==> config.mk <==
export PLATFORM = sky130hd
export DESIGN_NAME = mdm_ctl_stat
export DESIGN_NICKNAME = d
export VERILOG_FILES = /design/src/rtl/mdm_pkg.sv /design/src/rtl/mdm_sync.sv /design/src/rtl/mdm_ctrl_reg.sv /design/src/rtl/mdm_status.sv /design/src/rtl/mdm_ctl_stat.sv
export SDC_FILE = /design/constraint.sdc
export NUM_CORES = 1
export LEC_CHECK = 0
export BUFFER_PORTS_ARGS = -buffer_cell sky130_fd_sc_hd__buf_2
export CORE_MARGIN = 2
export CORE_UTILIZATION = 51
export CTS_CLUSTER_DIAMETER = 200
export CTS_CLUSTER_SIZE = 14
export DETAILED_ROUTE_END_ITERATION = 10
export PLACE_DENSITY = 0.81
export SLEW_MARGIN = 10
export SYNTH_ARGS = -nofsm -noshare
export SYNTH_HDL_FRONTEND = slang
export SYNTH_SLANG_ARGS = --single-unit
==> constraint.sdc <==
create_clock -name clk_i -period 3.2 [get_ports clk_i]
set_input_delay 0.16 -clock clk_i [delete_from_list [all_inputs] [get_ports clk_i]]
set_output_delay 0.16 -clock clk_i [all_outputs]
set_load 0.05 [all_outputs]
==> src/rtl/mdm_pkg.sv <==
package mdm_pkg;

  localparam int unsigned CTL_W  = 6;
  localparam int unsigned LINE_W = 4;

  // Control register layout, bit 0 at the bottom
  typedef struct packed {
    logic afe;
    logic loop;
    logic out2;
    logic out1;
    logic rts;
    logic dtr;
  } ctl_t;

  // Handshake line order: the same for the levels nibble and the flags nibble
  typedef struct packed {
    logic dcd;
    logic ri;
    logic dsr;
    logic cts;
  } line_t;

  // Internal wrap of outputs onto inputs when loopback is selected
  function automatic line_t loop_lines(input ctl_t c);
    line_t l;
    l.cts = c.rts;
    l.dsr = c.dtr;
    l.ri  = c.out1;
    l.dcd = c.out2;
    return l;
  endfunction

  // Change events between two successive level samples
  function automatic line_t change_events(input line_t prev, input line_t cur);
    line_t e;
    e.cts = prev.cts ^ cur.cts;
    e.dsr = prev.dsr ^ cur.dsr;
    e.dcd = prev.dcd ^ cur.dcd;
    e.ri  = prev.ri & ~cur.ri;
    return e;
  endfunction

  function automatic logic [2*LINE_W-1:0] pack_status(input line_t lvl, input line_t flg);
    return {lvl, flg};
  endfunction

endpackage

==> src/rtl/mdm_sync.sv <==
module mdm_sync #(
  parameter int unsigned W      = 4,
  parameter int unsigned STAGES = 2
) (
  input  logic         clk_i,
  input  logic         rst_ni,
  input  logic [W-1:0] async_i,
  output logic [W-1:0] sync_o
);

  logic [W-1:0] stg_q [STAGES];

  for (genvar s = 0; s < STAGES; s++) begin : g_stage
    if (s == 0) begin : g_first
      always_ff @(posedge clk_i or negedge rst_ni) begin
        if (!rst_ni) stg_q[s] <= '0;
        else         stg_q[s] <= async_i;
      end
    end else begin : g_next
      always_ff @(posedge clk_i or negedge rst_ni) begin
        if (!rst_ni) stg_q[s] <= '0;
        else         stg_q[s] <= stg_q[s-1];
      end
    end
  end

  assign sync_o = stg_q[STAGES-1];

endmodule

==> src/rtl/mdm_ctrl_reg.sv <==
module mdm_ctrl_reg
  import mdm_pkg::*;
#(
  parameter int unsigned DW = 8
) (
  input  logic          clk_i,
  input  logic          rst_ni,
  input  logic          wr_i,
  input  logic [DW-1:0] wdata_i,
  output ctl_t          ctl_o,
  output logic          dtr_o,
  output logic          rts_o,
  output logic          out1_o,
  output logic          out2_o,
  output logic          afe_o
);

  ctl_t ctl_q;
  logic unused_hi;

  assign unused_hi = ^wdata_i[DW-1:CTL_W];

  always_ff @(posedge clk_i or negedge rst_ni) begin
    if (!rst_ni)   ctl_q <= '0;
    else if (wr_i) ctl_q <= ctl_t'(wdata_i[CTL_W-1:0]);
  end

  // Pins go quiet while the outputs are wrapped back internally
  logic pin_en;
  assign pin_en = ~ctl_q.loop;

  assign dtr_o  = ctl_q.dtr  & pin_en;
  assign rts_o  = ctl_q.rts  & pin_en;
  assign out1_o = ctl_q.out1 & pin_en;
  assign out2_o = ctl_q.out2 & pin_en;
  assign afe_o  = ctl_q.afe;
  assign ctl_o  = ctl_q;

endmodule

==> src/rtl/mdm_status.sv <==
module mdm_status
  import mdm_pkg::*;
(
  input  logic  clk_i,
  input  logic  rst_ni,
  input  line_t lines_i,
  input  logic  clr_i,
  output line_t lvl_o,
  output line_t flag_o,
  output line_t evt_o,
  output logic  ri_rise_o
);

  line_t lvl_q;
  line_t flag_q;
  line_t evt_w;

  assign evt_w     = change_events(lvl_q, lines_i);
  assign ri_rise_o = ~lvl_q.ri & lines_i.ri;

  always_ff @(posedge clk_i or negedge rst_ni) begin
    if (!rst_ni) lvl_q <= '0;
    else         lvl_q <= lines_i;
  end

  // A new event in the clearing cycle survives the clear
  always_ff @(posedge clk_i or negedge rst_ni) begin
    if (!rst_ni)    flag_q <= '0;
    else if (clr_i) flag_q <= evt_w;
    else            flag_q <= flag_q | evt_w;
  end

  assign lvl_o  = lvl_q;
  assign flag_o = flag_q;
  assign evt_o  = evt_w;

endmodule

==> src/rtl/mdm_ctl_stat.sv <==
module mdm_ctl_stat
  import mdm_pkg::*;
#(
  parameter int unsigned DW          = 8,
  parameter int unsigned AW          = 1,
  parameter int unsigned SYNC_STAGES = 2,
  parameter logic [AW-1:0] CTRL_ADDR = 0,
  parameter logic [AW-1:0] STAT_ADDR = 1
) (
  input  logic          clk_i,
  input  logic          rst_ni,
  input  logic          bus_wr_i,
  input  logic          bus_rd_i,
  input  logic [AW-1:0] bus_addr_i,
  input  logic [DW-1:0] bus_wdata_i,
  output logic [DW-1:0] bus_rdata_o,
  input  logic          msi_en_i,
  input  logic          cts_i,
  input  logic          dsr_i,
  input  logic          ri_i,
  input  logic          dcd_i,
  output logic          dtr_o,
  output logic          rts_o,
  output logic          out1_o,
  output logic          out2_o,
  output logic          afe_o,
  output logic          irq_o
);

  localparam int unsigned STAT_W = 2 * LINE_W;

  // Named events for the checker
  logic  ctl_wr_w;
  logic  stat_wr_w;
  logic  stat_rd_w;
  ctl_t  ctl_q;
  line_t ext_raw;
  line_t ext_sync;
  line_t eff_lines;
  line_t lvl_q;
  line_t flag_q;
  line_t evt_w;
  logic  ri_rise_w;

  assign ctl_wr_w  = bus_wr_i & (bus_addr_i == CTRL_ADDR);
  assign stat_wr_w = bus_wr_i & (bus_addr_i == STAT_ADDR);
  assign stat_rd_w = bus_rd_i & (bus_addr_i == STAT_ADDR);

  mdm_ctrl_reg #(.DW(DW)) u_ctrl (
    .clk_i   (clk_i),
    .rst_ni  (rst_ni),
    .wr_i    (ctl_wr_w),
    .wdata_i (bus_wdata_i),
    .ctl_o   (ctl_q),
    .dtr_o   (dtr_o),
    .rts_o   (rts_o),
    .out1_o  (out1_o),
    .out2_o  (out2_o),
    .afe_o   (afe_o)
  );

  assign ext_raw.cts = cts_i;
  assign ext_raw.dsr = dsr_i;
  assign ext_raw.ri  = ri_i;
  assign ext_raw.dcd = dcd_i;

  mdm_sync #(.W(LINE_W), .STAGES(SYNC_STAGES)) u_sync (
    .clk_i   (clk_i),
    .rst_ni  (rst_ni),
    .async_i (ext_raw),
    .sync_o  (ext_sync)
  );

  assign eff_lines = ctl_q.loop ? loop_lines(ctl_q) : ext_sync;

  mdm_status u_stat (
    .clk_i     (clk_i),
    .rst_ni    (rst_ni),
    .lines_i   (eff_lines),
    .clr_i     (stat_rd_w),
    .lvl_o     (lvl_q),
    .flag_o    (flag_q),
    .evt_o     (evt_w),
    .ri_rise_o (ri_rise_w)
  );

  always_comb begin
    bus_rdata_o = '0;
    if (bus_addr_i == CTRL_ADDR)      bus_rdata_o[CTL_W-1:0]  = ctl_q;
    else if (bus_addr_i == STAT_ADDR) bus_rdata_o[STAT_W-1:0] = pack_status(lvl_q, flag_q);
  end

  assign irq_o = msi_en_i & (|flag_q);

endmodule

# --- Word-level counts from Yosys, hierarchy flattened ---
# Index checks and enable logic that the tools add are counted.
totals:
  ram_bits: 0
  input_bits: 18
  ff_bits: 22
  mem_count: 0
  rom_bits: 0
  latchBits: 0
  output_inout_bits: 14
  wordCells: 36
op_classes:
  n_div: 0
  n_lt_le_gt_ge: 0
  n_addsub: 0
  n_reduce_logical: 1
  shifts: 0
  n_bitwise: 15
  n_mux: 4
  eq_ne: 0
  n_mul: 0
ops:
  columns: ["op", "n"]
  rows:
  - ["$and 1x1->1", 8]
  - ["$mux 4", 2]
  - ["$mux 6", 1]
  - ["$or 4x4->4", 1]
  - ["$reduce_or 4->1", 1]
  - ["$not 1->1", 3]
  - ["$xor 1x1->1", 3]
  - ["$mux 2", 1]

# --- Longest topological paths before layout ---
# Gate-level depths: netlist (run 1).
logic_depth:
  depth_word: 5
  ltp_mapped: 4
  mapped_depth_nobuf: 3

# --- Cells and area by module ---
# A second synthesis (run 1) with hierarchy kept.
hier_totals:
  hier_cells: 64
  hier_area_um2: 978.4
by_module_without_submodules:
  columns: ["mod", "instances", "seq_area_each_um2", "cells_per_inst", "area_each_um2"]
  rows:
  - ["mdm_ctrl_reg", 1, 150.1, 18, 284.0]
  - ["mdm_status", 1, 200.2, 18, 275.3]
  - ["mdm_sync", 1, 200.2, 12, 230.2]
  - ["mdm_ctl_stat", 1, 0.0, 16, 188.9]

# --- Least setup slack after synthesis (run 1) ---
# No wires, ideal clock.
synth_timing:
  path_kind: "register to output"
  from: "register, netlist name u_ctrl.afe_o"
  to: "output bus_rdata_o[5]"
  required_time_ns: 3.040
  n_path_buf: 0
  stages_incl_launch_ff: 2
  arrival_ns: 1.034
  path_slack_ns: 2.006
  path_cell_list: "dfrtp_1 > mux2_2"
synth_between:
  elab_chain_len: 1
synth_lines:
  columns: ["element", "line", "rtl"]
  rows:
  - ["$mux 6", "mdm_ctl_stat.sv:89", "if (bus_addr_i == CTRL_ADDR) bus_rdata_o[CTL_W-1:0] = ctl_q;"]
  - ["to (decl)", "mdm_ctl_stat.sv:16", "output logic [DW-1:0] bus_rdata_o,"]
# No other way between the ends.

# --- Worst setup path after layout (run 1) ---
layout_timing:
  from: "register, netlist name u_ctrl.ctl_o[4]"
  to: "output bus_rdata_o[4]"
layout_between:
  elab_chain_len: 1
layout_lines:
  columns: ["element", "line"]
  rows:
  - ["$mux 6", "mdm_ctl_stat.sv:89"]
# No other way between the ends.

==> out/qor.yml, run 1 <==
global_routing:
  antenna_found_initial: 0
  grt_max_degree: 23
  grtUsageTotal_pct: 15.28
  grt_pass1_wl_um: 2256
  grt_pass1_vias: 506
  gr-total-overflow: 0
route:
  route.detailed.wl_per_inst_um: 11.60
  route.detailed.drc: 0
  wl_met1_um: 640
  vias_per_cell: 4.590
  vias: 560
  firstDrtPassIters: 4
  wl_met2_um: 685
  postRouteAntennaNets: 0
  wirelength_um: 1415
  dr.first_iter.drc_count: 1
  topRoutingLayerUsed: "met4"
  wl_met3_um: 77
logic_synthesis:
  syn_area_um2: 908.4
  synth.net_count: 80
  synth_cell_type_count: 12
  syn_inst: 62
  avgSynthCellArea_um2: 14.65
  ys.warnings.count: 0
  synth-seq-cells: 22
  ys_seq_area_share_pct: 60.61
place:
  place_congestion: 0.6692
  hpwl_um: 1001
  dp.cells: 113
  port_buffers: 29
worst_setup_path:
  r2r_cells: 3
  cp_slowest_cell: "dfrtp_1"
  max_stage_delay_ps: 590
  r2r-end: "u_stat.flag_o[0]$_DFF_PN0_"
  worst_setup_path_start_kind: "flip-flop"
  arrival_ps: 1360
  crit_chain: "mux2_2 -> buf_2"
  timing.reg2reg.setup_slack_ps: 1960
  crit_path_end_kind: "primary output"
  cp.required_ps: 3040
  critPathKind: "reg -> out"
  worstPathMaxFanout: 10
  timing.rr.start: "u_ctrl.ctl_o[4]$_DFFE_PN0P_"
clock_tree:
  h-tree-depth: 1
  cts_tree: "yes"
  clock_sinks: 22
  path_clk_slew_ps: 120
  clk_path_buf_depth: 2
  cts_resized: 0
  post_cts.repair.setup_buffers: 0
  clkLatencyLatePin_ps: 300
  clockRootBuffer: "clkbuf_4"
  cts_buffers: 3
pwr:
  pwr-share-comb_pct: 32.2
  clockPowerShare_pct: 20.5
  switching_power_uw: 262.1
  p_per_area_nw_per_um2: 644.9
  irDropWorstVdd_uv: 493.4
  seq_power_share_pct: 47.3
  p_sw_share_pct: 35.73
  p_leak_uw: 0.0005520
  power.internal_uw: 471.4
final_layout:
  layout_common_cells: "buf_2, dfrtp_1, mux2_2, nand2_1, dlygate4sd3_1"
  final_util_pct: 66.59
  seqCellArea_um2: 550.5
  multi_input_area_um2: 320.3
  fillers: 138
  final_cells: 122
  areaGrowthSynthToFinish_pct: 25.21
  nets: 116
  n_antenna_cell: 0
  mostFrequentLayoutCell: "buf_2"
  layout-drive-gt1-share_pct: 55.67
floorplanning:
  ios: 32
  die_x_um: 46.21
  start_util_pct: 53.19
  die_h_um: 46.21
  core_area_um2: 1708
  die_area_um2: 2135
  rows: 15
timing:
  setup_viol: 0
  fin_crit_ps: 1521
  tightest_slew_ps: 460.4
  rsz0062_at_grt: "no"
  timing.final.crit_share_pct: 47.54
  finalHoldViolCount: 0
  fin_setup_tns_ps: 0
  holdWs_ps: 80.98
  fmax_mhz: 657.4
  clock_skew_ps: 7.482
  slew_violations: 0
  slew_headroom_pct: 69.30
run_status:
  status: "complete, no violations"
job:
  drv_cap: 0
hold_path:
  hold_path.class: "in -> reg"
  hold_path_end: "u_ctrl.afe_o$_DFFE_PN0P_"
  whs_path_depth: 2
  hold_start: "bus_wdata_i[5]"
[area by class of cell]
type                            instances  area share, %
Clock buffer                            4          3.190
Inverter                                1         0.3300
Multi-Input combinational cell         36          28.16
Sequential cell                        22          48.40
Tap cell                               25          2.750
Timing Repair Buffer                   34          17.16
[repair_timing]
item                       CTS  global route
setup endpoints to repair    0             0
hold buffers                 5             0
hold endpoints to repair    26             0
[power by group through the flow]
stage | registers [uW] | logic [uW] | clock network (uW)
finish | 347 | 236 | 150
global route | 353 | 254 | 163
CTS | 348 | 240 | 154
detailed placement | 353 | 234 | 0
global placement | 351 | 231 | 0
floorplan | 346 | 192 | 0
[critical path: cells and delay by family, from the launching register on]
family | cells | cell delay, ps
multiplexers | 1 | 220
buffers and inverters | 1 | 250
flip-flops | 1 | 590
[synth_stat cells, drive strengths merged]
library cell  count  area, um2
buf               3      33.78
o21ai             1      5.000
o41a              1      11.26
xnor2             3      26.28
mux2             16      191.4
dfrtp            22      550.5
nor2b             1      8.760
and2              2      12.51
inv               1      3.750
and2b             4      35.03
nand2             8      30.03
[registers in the layout, indices dropped and copies added, names as in the netlist]
signal	count
u_ctrl.ctl_o	5
u_stat.flag_o	4
u_stat.lvl_o	4
u_sync.stg_q	4
u_sync.sync_o	4
u_ctrl.afe_o	1
[metal layers]
layer  vias up  global-route usage (%)
met5         -                       0
met4         0                   5.143
met3         2                   2.353
met2        17                   25.56
met1       265                   20.15
li1        276                       -
[logic make-up (layout without fill, tap and decap cells)]
| family | after synthesis | count (layout) | synth area share [%] |
|---|---|---|---|
| xor gates and xnor gates | 3 | 3 | 2.893 |
| muxes | 16 | 16 | 21.07 |
| and+or+nand+nor | 15 | 15 | 9.504 |
| buffers and inverters | 4 | 39 | 4.132 |
| DFF | 22 | 22 | 60.61 |
| AOI/OAI and AO/OA | 2 | 2 | 1.790 |
[worst max path at each step]
stage                                            from                          to
after floorplan              u_ctrl.afe_o$_DFFE_PN0P_              bus_rdata_o[5]
after global placement    u_ctrl.ctl_o[4]$_DFFE_PN0P_  u_stat.flag_o[1]$_DFF_PN0_
after detailed placement  u_ctrl.ctl_o[4]$_DFFE_PN0P_  u_stat.flag_o[0]$_DFF_PN0_
after CTS                 u_ctrl.ctl_o[4]$_DFFE_PN0P_              bus_rdata_o[4]
after global routing      u_ctrl.ctl_o[4]$_DFFE_PN0P_              bus_rdata_o[4]
final                     u_ctrl.ctl_o[4]$_DFFE_PN0P_              bus_rdata_o[4]
[through the flow]
step           total power, uW  worst slack [ps]  area [um2]
2_1_floorplan            538.7              2006       908.4
3_3_place_gp             582.1              1973        1051
3_5_place_dp             587.1              1974        1051
4_1_cts                  741.8              1653        1137
5_1_grt                  770.2              1603        1137
6_report                 733.5              1679        1137
(Power assumes the default switching activity.)
==> inputs of run 2 (changes only) <==
- CORE_UTILIZATION: 51 -> 43
- PLACE_DENSITY: 0.81 -> 0.73
- clock period: 3.2 -> 1.3 ns (I/O delays scaled with it)
==> run 2 against run 1 <==
The run now ends with setup timing left; setup slack worse by 1700 ps; wire length up 24%; largest power group unchanged; critical path depth unchanged.
==> out/qor.yml, run 2 (synthesized netlist as in run 1, its figures left out) <==
global_routing:
  antenna_found_initial: 0  # unchanged
  grtUsageTotal_pct: 15.57  # +0.28 points
  grt_pass1_vias: 630  # +25%
  grt_max_degree: 23  # unchanged
  grt_pass1_wl_um: 2863  # +27%
  gr-total-overflow: 0  # unchanged
timing:
  clock_skew_ps: 2.381  # -5.100 ps
  finalHoldViolCount: 0  # unchanged
  slew_violations: 0  # unchanged
  timing.final.crit_share_pct: 104.7
  setup_viol: 3  # +3
  rsz0062_at_grt: "yes"
  fmax_mhz: 734.7
  fin_crit_ps: 1361
  slew_headroom_pct: 67.47  # -1.8 points
  setup_slack_ps: -61.19  # -1740 ps
  holdWs_ps: 77.57  # -3.412 ps
  tightest_slew_ps: 487.9  # +27.45 ps
hold_path:
  hold_path.class: "in -> reg"
  whs_path_depth: 4  # +2
worst_setup_path:
  cp.required_ps: 1240  # -1800 ps
  crit_chain: "o41a_1 -> buf_6"
  arrival_ps: 1300  # -60 ps
  critPathKind: "reg -> out"
  path_buf_inv: 1  # unchanged
  crit_path_end_kind: "primary output"
  cp_slowest_cell: "o41a_1"
  worst_setup_path_start_kind: "flip-flop"
  crit_cells: 2  # unchanged
  crit_family: "compound AO/OA/AOI/OAI gates"
  r2r_cells: 4  # +1
  worstPathMaxFanout: 2  # -8
  max_stage_delay_ps: 430  # -160 ps
pwr:
  power.internal_uw: 1323  # +180%
  seq_power_share_pct: 42.4  # -4.9 points
  p_sw_share_pct: 34.49  # -1.2 points
  clockPowerShare_pct: 18.3  # -2.2 points
  pwr-share-comb_pct: 39.3  # +7.1 points
  p_per_area_nw_per_um2: 1485  # +130%
  p_leak_uw: 0.0006620  # +20%
  switching_power_uw: 696.4  # +170%
  irDropWorstVdd_uv: 960.9  # +95%
clock_tree:
  clkLatencyLatePin_ps: 300  # about the same
  clockRootBuffer: "clkbuf_4"
  path_clk_slew_ps: 120  # about the same
  clk_path_buf_depth: 2  # unchanged
  cts_buffers: 3  # unchanged
  clock_sinks: 22  # unchanged
  h-tree-depth: 1  # unchanged
  cts_tree: "yes"
final_layout:
  largest_reg_flops: 5  # unchanged
  nets: 130  # +12%
  fin_area_um2: 1360  # +20%
  mostFrequentLayoutCell: "dfrtp_1"
  n_antenna_cell: 0  # unchanged
  layout_common_cells: "dfrtp_1, buf_2, mux2_2, dlygate4sd3_1"
  final_cells: 138  # +13%
  areaGrowthSynthToFinish_pct: 49.72
  layout-drive-gt1-share_pct: 59.46  # +3.8 points
route:
  postRouteAntennaNets: 0  # unchanged
  route.detailed.wl_per_inst_um: 12.72  # +9.6%
  firstDrtPassIters: 4  # unchanged
  route.detailed.drc: 0  # unchanged
  wirelength_um: 1755  # +24%
  vias_per_cell: 4.500  # -2.0%
  vias: 621  # +11%
  dr.first_iter.drc_count: 6  # +5
place:
  port_buffers: 29  # unchanged
  hpwl_um: 1063  # +6.2%
  place_congestion: 0.6943  # +3.8%
  dp.cells: 116  # +2.7%
  place_area_um2: 1061  # +0.95%
floorplanning:
  ios: 32  # unchanged
  rows: 16  # +1
  die_h_um: 49.96  # +8.1%
  die_area_um2: 2496  # +17%
  start_util_pct: 45.83  # -7.4 points
  core_area_um2: 1982  # +16%
  die_x_um: 49.96  # +8.1%
run_status:
  status: "finished, violations left"
  violations: "setup timing"
job:
  drv_cap: 0  # unchanged
[run 2: changes by cell type in the layout (fill, tap and decap cells not counted), moves of 2 or more]
cell / change
buf_2: -11
buf_4: +9
buf_6: +9
xnor2_2: +3
dlygate4sd3_1: +6
xnor2_1: -3
mux2_2: -2
mux2_4: +2
[run 2: through the flow]
stage                     setup WS, ps  TNS, ps  util [%]  total power (uW)
after floorplan                  200.9        0         -              1326
after global placement           79.72        0     53.54              1439
after detailed placement         56.06        0     53.54              1451
after CTS                       -76.34   -146.3     63.19              1899
after global routing            -123.1   -458.4     68.62              2135
final                           -61.19   -92.60     68.62              2019
[run 2: final timing paths]
path                                                     to                        start  slack, ps
worst min-delay path             u_stat.flag_o[1]$_DFF_PN0_                     bus_rd_i         80
min in group asynchronous         u_stat.lvl_o[2]$_DFF_PN0_                       rst_ni        250
worst min register to register   u_sync.sync_o[0]$_DFF_PN0_    u_sync.stg_q[4]$_DFF_PN0_        360
worst max register to register   u_stat.flag_o[0]$_DFF_PN0_  u_ctrl.ctl_o[4]$_DFFE_PN0P_         60
worst max-delay path                                  irq_o   u_stat.flag_o[1]$_DFF_PN0_        -60
max in group asynchronous       u_ctrl.ctl_o[4]$_DFFE_PN0P_                       rst_ni        700
[run 2: power by group through the flow]
stage	sequential, uW	combinational [uW]	clock (uW)
after floorplan	852	474	0
after global placement	866	573	0
after global routing	874	840	421
final	856	793	370
after CTS	852	665	383
after detailed placement	870	580	0
[run 2: layout make-up]
cell class,count,area [um2]
repair buffers,48,384.1
well taps,27,33.78
multi-input cells,36,350.3
flip-flops and latches,22,551.8
fillers,138,621.8
clock buffers,4,36.28
inverters,1,3.754
[run 2: layer usage]
metal	GRT usage (%)	up-vias	part of all wire [%]
met5	0	-	0
met4	6.944	0	0
met3	3.333	0	4.3
met2	24.22	22	48
met1	20.78	292	48
li1	-	307	-
[run 2: timing repair]
item	in CTS	in global routing
setup endpoints to repair	6	13
gates resized for setup	11	21
setup buffers	2	5
endpoints found under the hold margin	32	0
pin swaps	1	0
hold buffers	11	0
[run 2: tightest hold or removal path, delay by kind of cell]
family                 cells  cell delay, ps
and+or+nand+nor            3             210
buffers and inverters      1              80
==> inputs of run 3 (changes only) <==
- CELL_PAD_IN_SITES_DETAIL_PLACEMENT: unset -> 0
- CELL_PAD_IN_SITES_GLOBAL_PLACEMENT: unset -> 1
- CORE_UTILIZATION: 43 -> 35
- PLACE_DENSITY: 0.73 -> unset
- PLACE_DENSITY_LB_ADDON: unset -> 0.1
- SYNTH_HIERARCHICAL: unset -> 1
==> run 3 against run 2 <==
The run still ends with setup timing left; non-clock buffer count is 1 lower; design area about the same; maximum frequency grew 1.2%; synthesized cell count is 1.6% higher; count of clock-buffer cells in the layout down 1; register-to-register slack worse by 70 ps; sequential cell count did not move; combinational power shrank 1%; via count is 2.6% lower; utilization is 18 points lower; setup slack improved by 16 ps; sequential power is 2% lower; critical endpoint unchanged; largest power group unchanged.
==> out/qor.yml, run 3 <==
run_status:
  status: "finished, violations left"
  violations: "setup timing"
route:
  postRouteAntennaNets: 0  # unchanged
  vias: 605  # -2.6%
  route.detailed.wl_per_inst_um: 11.78  # -7.4%
  vias_per_cell: 4.416  # -1.9%
  wirelength_um: 1614  # -8.0%
  dr.first_iter.drc_count: 4  # -2
  route.detailed.drc: 0  # unchanged
  firstDrtPassIters: 2  # -2
job:
  drv_cap: 0  # unchanged
floorplanning:
  die_h_um: 56.71  # +14%
  start_util_pct: 36.19  # -9.6 points
  ios: 32  # unchanged
  core_area_um2: 2686  # +36%
  die_x_um: 56.71  # +14%
  die_area_um2: 3215  # +29%
  rows: 19  # +3
final_layout:
  nets: 126  # -3.1%
  areaGrowthSynthToFinish_pct: 39.77
  fillers: 265  # +92%
  n_antenna_cell: 0  # unchanged
  final_util_pct: 50.58  # -18 points
  layout_common_cells: "dfrtp_1, buf_2, mux2_4, dlygate4sd3_1, buf_6"
  layout-drive-gt1-share_pct: 59.43  # about the same
  mostFrequentLayoutCell: "dfrtp_1"
  fin_area_um2: 1359  # about the same
  largest_reg_flops: 5  # unchanged
global_routing:
  grt_pass1_wl_um: 2725  # -4.8%
  grt_pass1_vias: 589  # -6.5%
  grtUsageTotal_pct: 11.37  # -4.2 points
  antenna_found_initial: 0  # unchanged
  gr-total-overflow: 0  # unchanged
  grt_max_degree: 23  # unchanged
timing:
  finalHoldViolCount: 0  # unchanged
  clock_skew_ps: 2.382  # +0.0003000 ps
  slew_violations: 0  # unchanged
  fin_crit_ps: 1345  # -16.42 ps
  holdWs_ps: 226.7  # +149.2 ps
  timing.final.crit_share_pct: 103.4  # -1.3 points
  setup_viol: 5  # +2
  slew_headroom_pct: 67.50  # about the same
  fmax_mhz: 743.6  # +1.2%
  tightest_slew_ps: 487.6  # -0.3127 ps
  setup_slack_ps: -44.77  # +16.42 ps
  rsz0062_at_grt: "yes"
logic_synthesis:
  syn_inst: 63  # +1.6%
  avgSynthCellArea_um2: 15.43  # +5.3%
  syn_area_um2: 972.2  # +7.0%
  ys.warnings.count: 6  # +6
  synth.net_count: 81  # +1.3%
worst_setup_path:
  arrival_ps: 1280  # -20 ps
  worst_setup_path_start_kind: "flip-flop"
  timing.rr.start: "u_ctrl/ctl_o[4]$_DFFE_PN0P_"
  critPathLaunch: "u_stat/flag_o[3]$_DFF_PN0_"
  crit_path_end_kind: "primary output"
  critPathKind: "reg -> out"
  worstPathMaxFanout: 2  # unchanged
  cp.required_ps: 1240  # about the same
clock_tree:
  cts_buffers: 3  # unchanged
  clk_path_buf_depth: 2  # unchanged
  clock_sinks: 22  # unchanged
  h-tree-depth: 1  # unchanged
  clkLatencyLatePin_ps: 290  # about the same
  path_clk_slew_ps: 110  # about the same
  clockRootBuffer: "clkbuf_4"
  cts_tree: "yes"
hold_path:
  hold_start: "bus_rd_i"
  hold_path.class: "in -> reg"
pwr:
  irDropWorstVdd_uv: 958.5  # -0.25%
  totalPowerFinal_uw: 1916  # -5.1%
  p_per_area_nw_per_um2: 1410  # -5.0%
  p_leak_uw: 0.0006600  # -0.30%
place:
  place_area_um2: 1111  # +4.7%
  port_buffers: 29  # unchanged
  place_congestion: 0.6442  # -7.2%
  place_ws_ps: 34.61  # -21.45 ps
  hpwl_um: 1130  # +6.2%
==> run 3: layout make-up <==
type / instances / area (um2) / area share [%]
flip-flops and latches: 22 / 551.8 / 40.61
inverters: 1 / 3.754 / 0.2762
clock buffers: 3 / 22.52 / 1.657
well taps: 31 / 38.79 / 2.855
multi-input cells: 33 / 367.9 / 27.07
repair buffers: 47 / 374.1 / 27.53
==> run 3: worst paths after layout <==
| check | to | cells after the start | slack (ps) |
|---|---|---|---|
| worst max-delay path | irq_o | 2 | -40 |
| worst min-delay path | u_stat/flag_o[2]$_DFF_PN0_ | 4 | 230 |
| worst max register to register | u_stat/flag_o[3]$_DFF_PN0_ | 4 | -10 |
| worst min register to register | u_sync/sync_o[3]$_DFF_PN0_ | 0 | 360 |
| max in group asynchronous | u_ctrl/ctl_o[4]$_DFFE_PN0P_ | 2 | 690 |
| min in group asynchronous | u_ctrl/ctl_o[2]$_DFFE_PN0P_ | 2 | 250 |
==> run 3: per-stage QoR <==
step | cells | TNS [ps]
6_report | 137 | -107.2
2_1_floorplan | 63 | 0
4_1_cts | 135 | -137.8
3_5_place_dp | 118 | 0
5_1_grt | 137 | -503.0
3_3_place_gp | 118 | 0
==> run 3: report_power, final <==
part / internal [uW] / switching (uW)
Combinational: 372 / 413
Sequential: 778 / 61.7
Clock: 108 / 184
==> run 3: timing repair <==
item | in CTS | in global routing
endpoints found under the setup margin | 5 | 13
pin swaps | 1 | 0
hold endpoints to repair | 32 | 0
gates resized for setup | 14 | 14
hold buffers | 11 | 0
buffers inserted | 3 | 2
==> run 3: worst max-delay path, stage by stage (launching register included) <==
cell,delay (ps)
dfrtp_1,390
o41a_1,430
buf_6,160
==> run 3: metal layers <==
| metal | vias up | track usage, % | routed length, um |
|---|---|---|---|
| li1 | 293 | - | - |
| met1 | 293 | 14.83 | 771 |
| met2 | 17 | 17.61 | 748 |
| met3 | 2 | 2.304 | 79 |
| met4 | 0 | 6.122 | 16 |
| met5 | - | 0 | 0 |
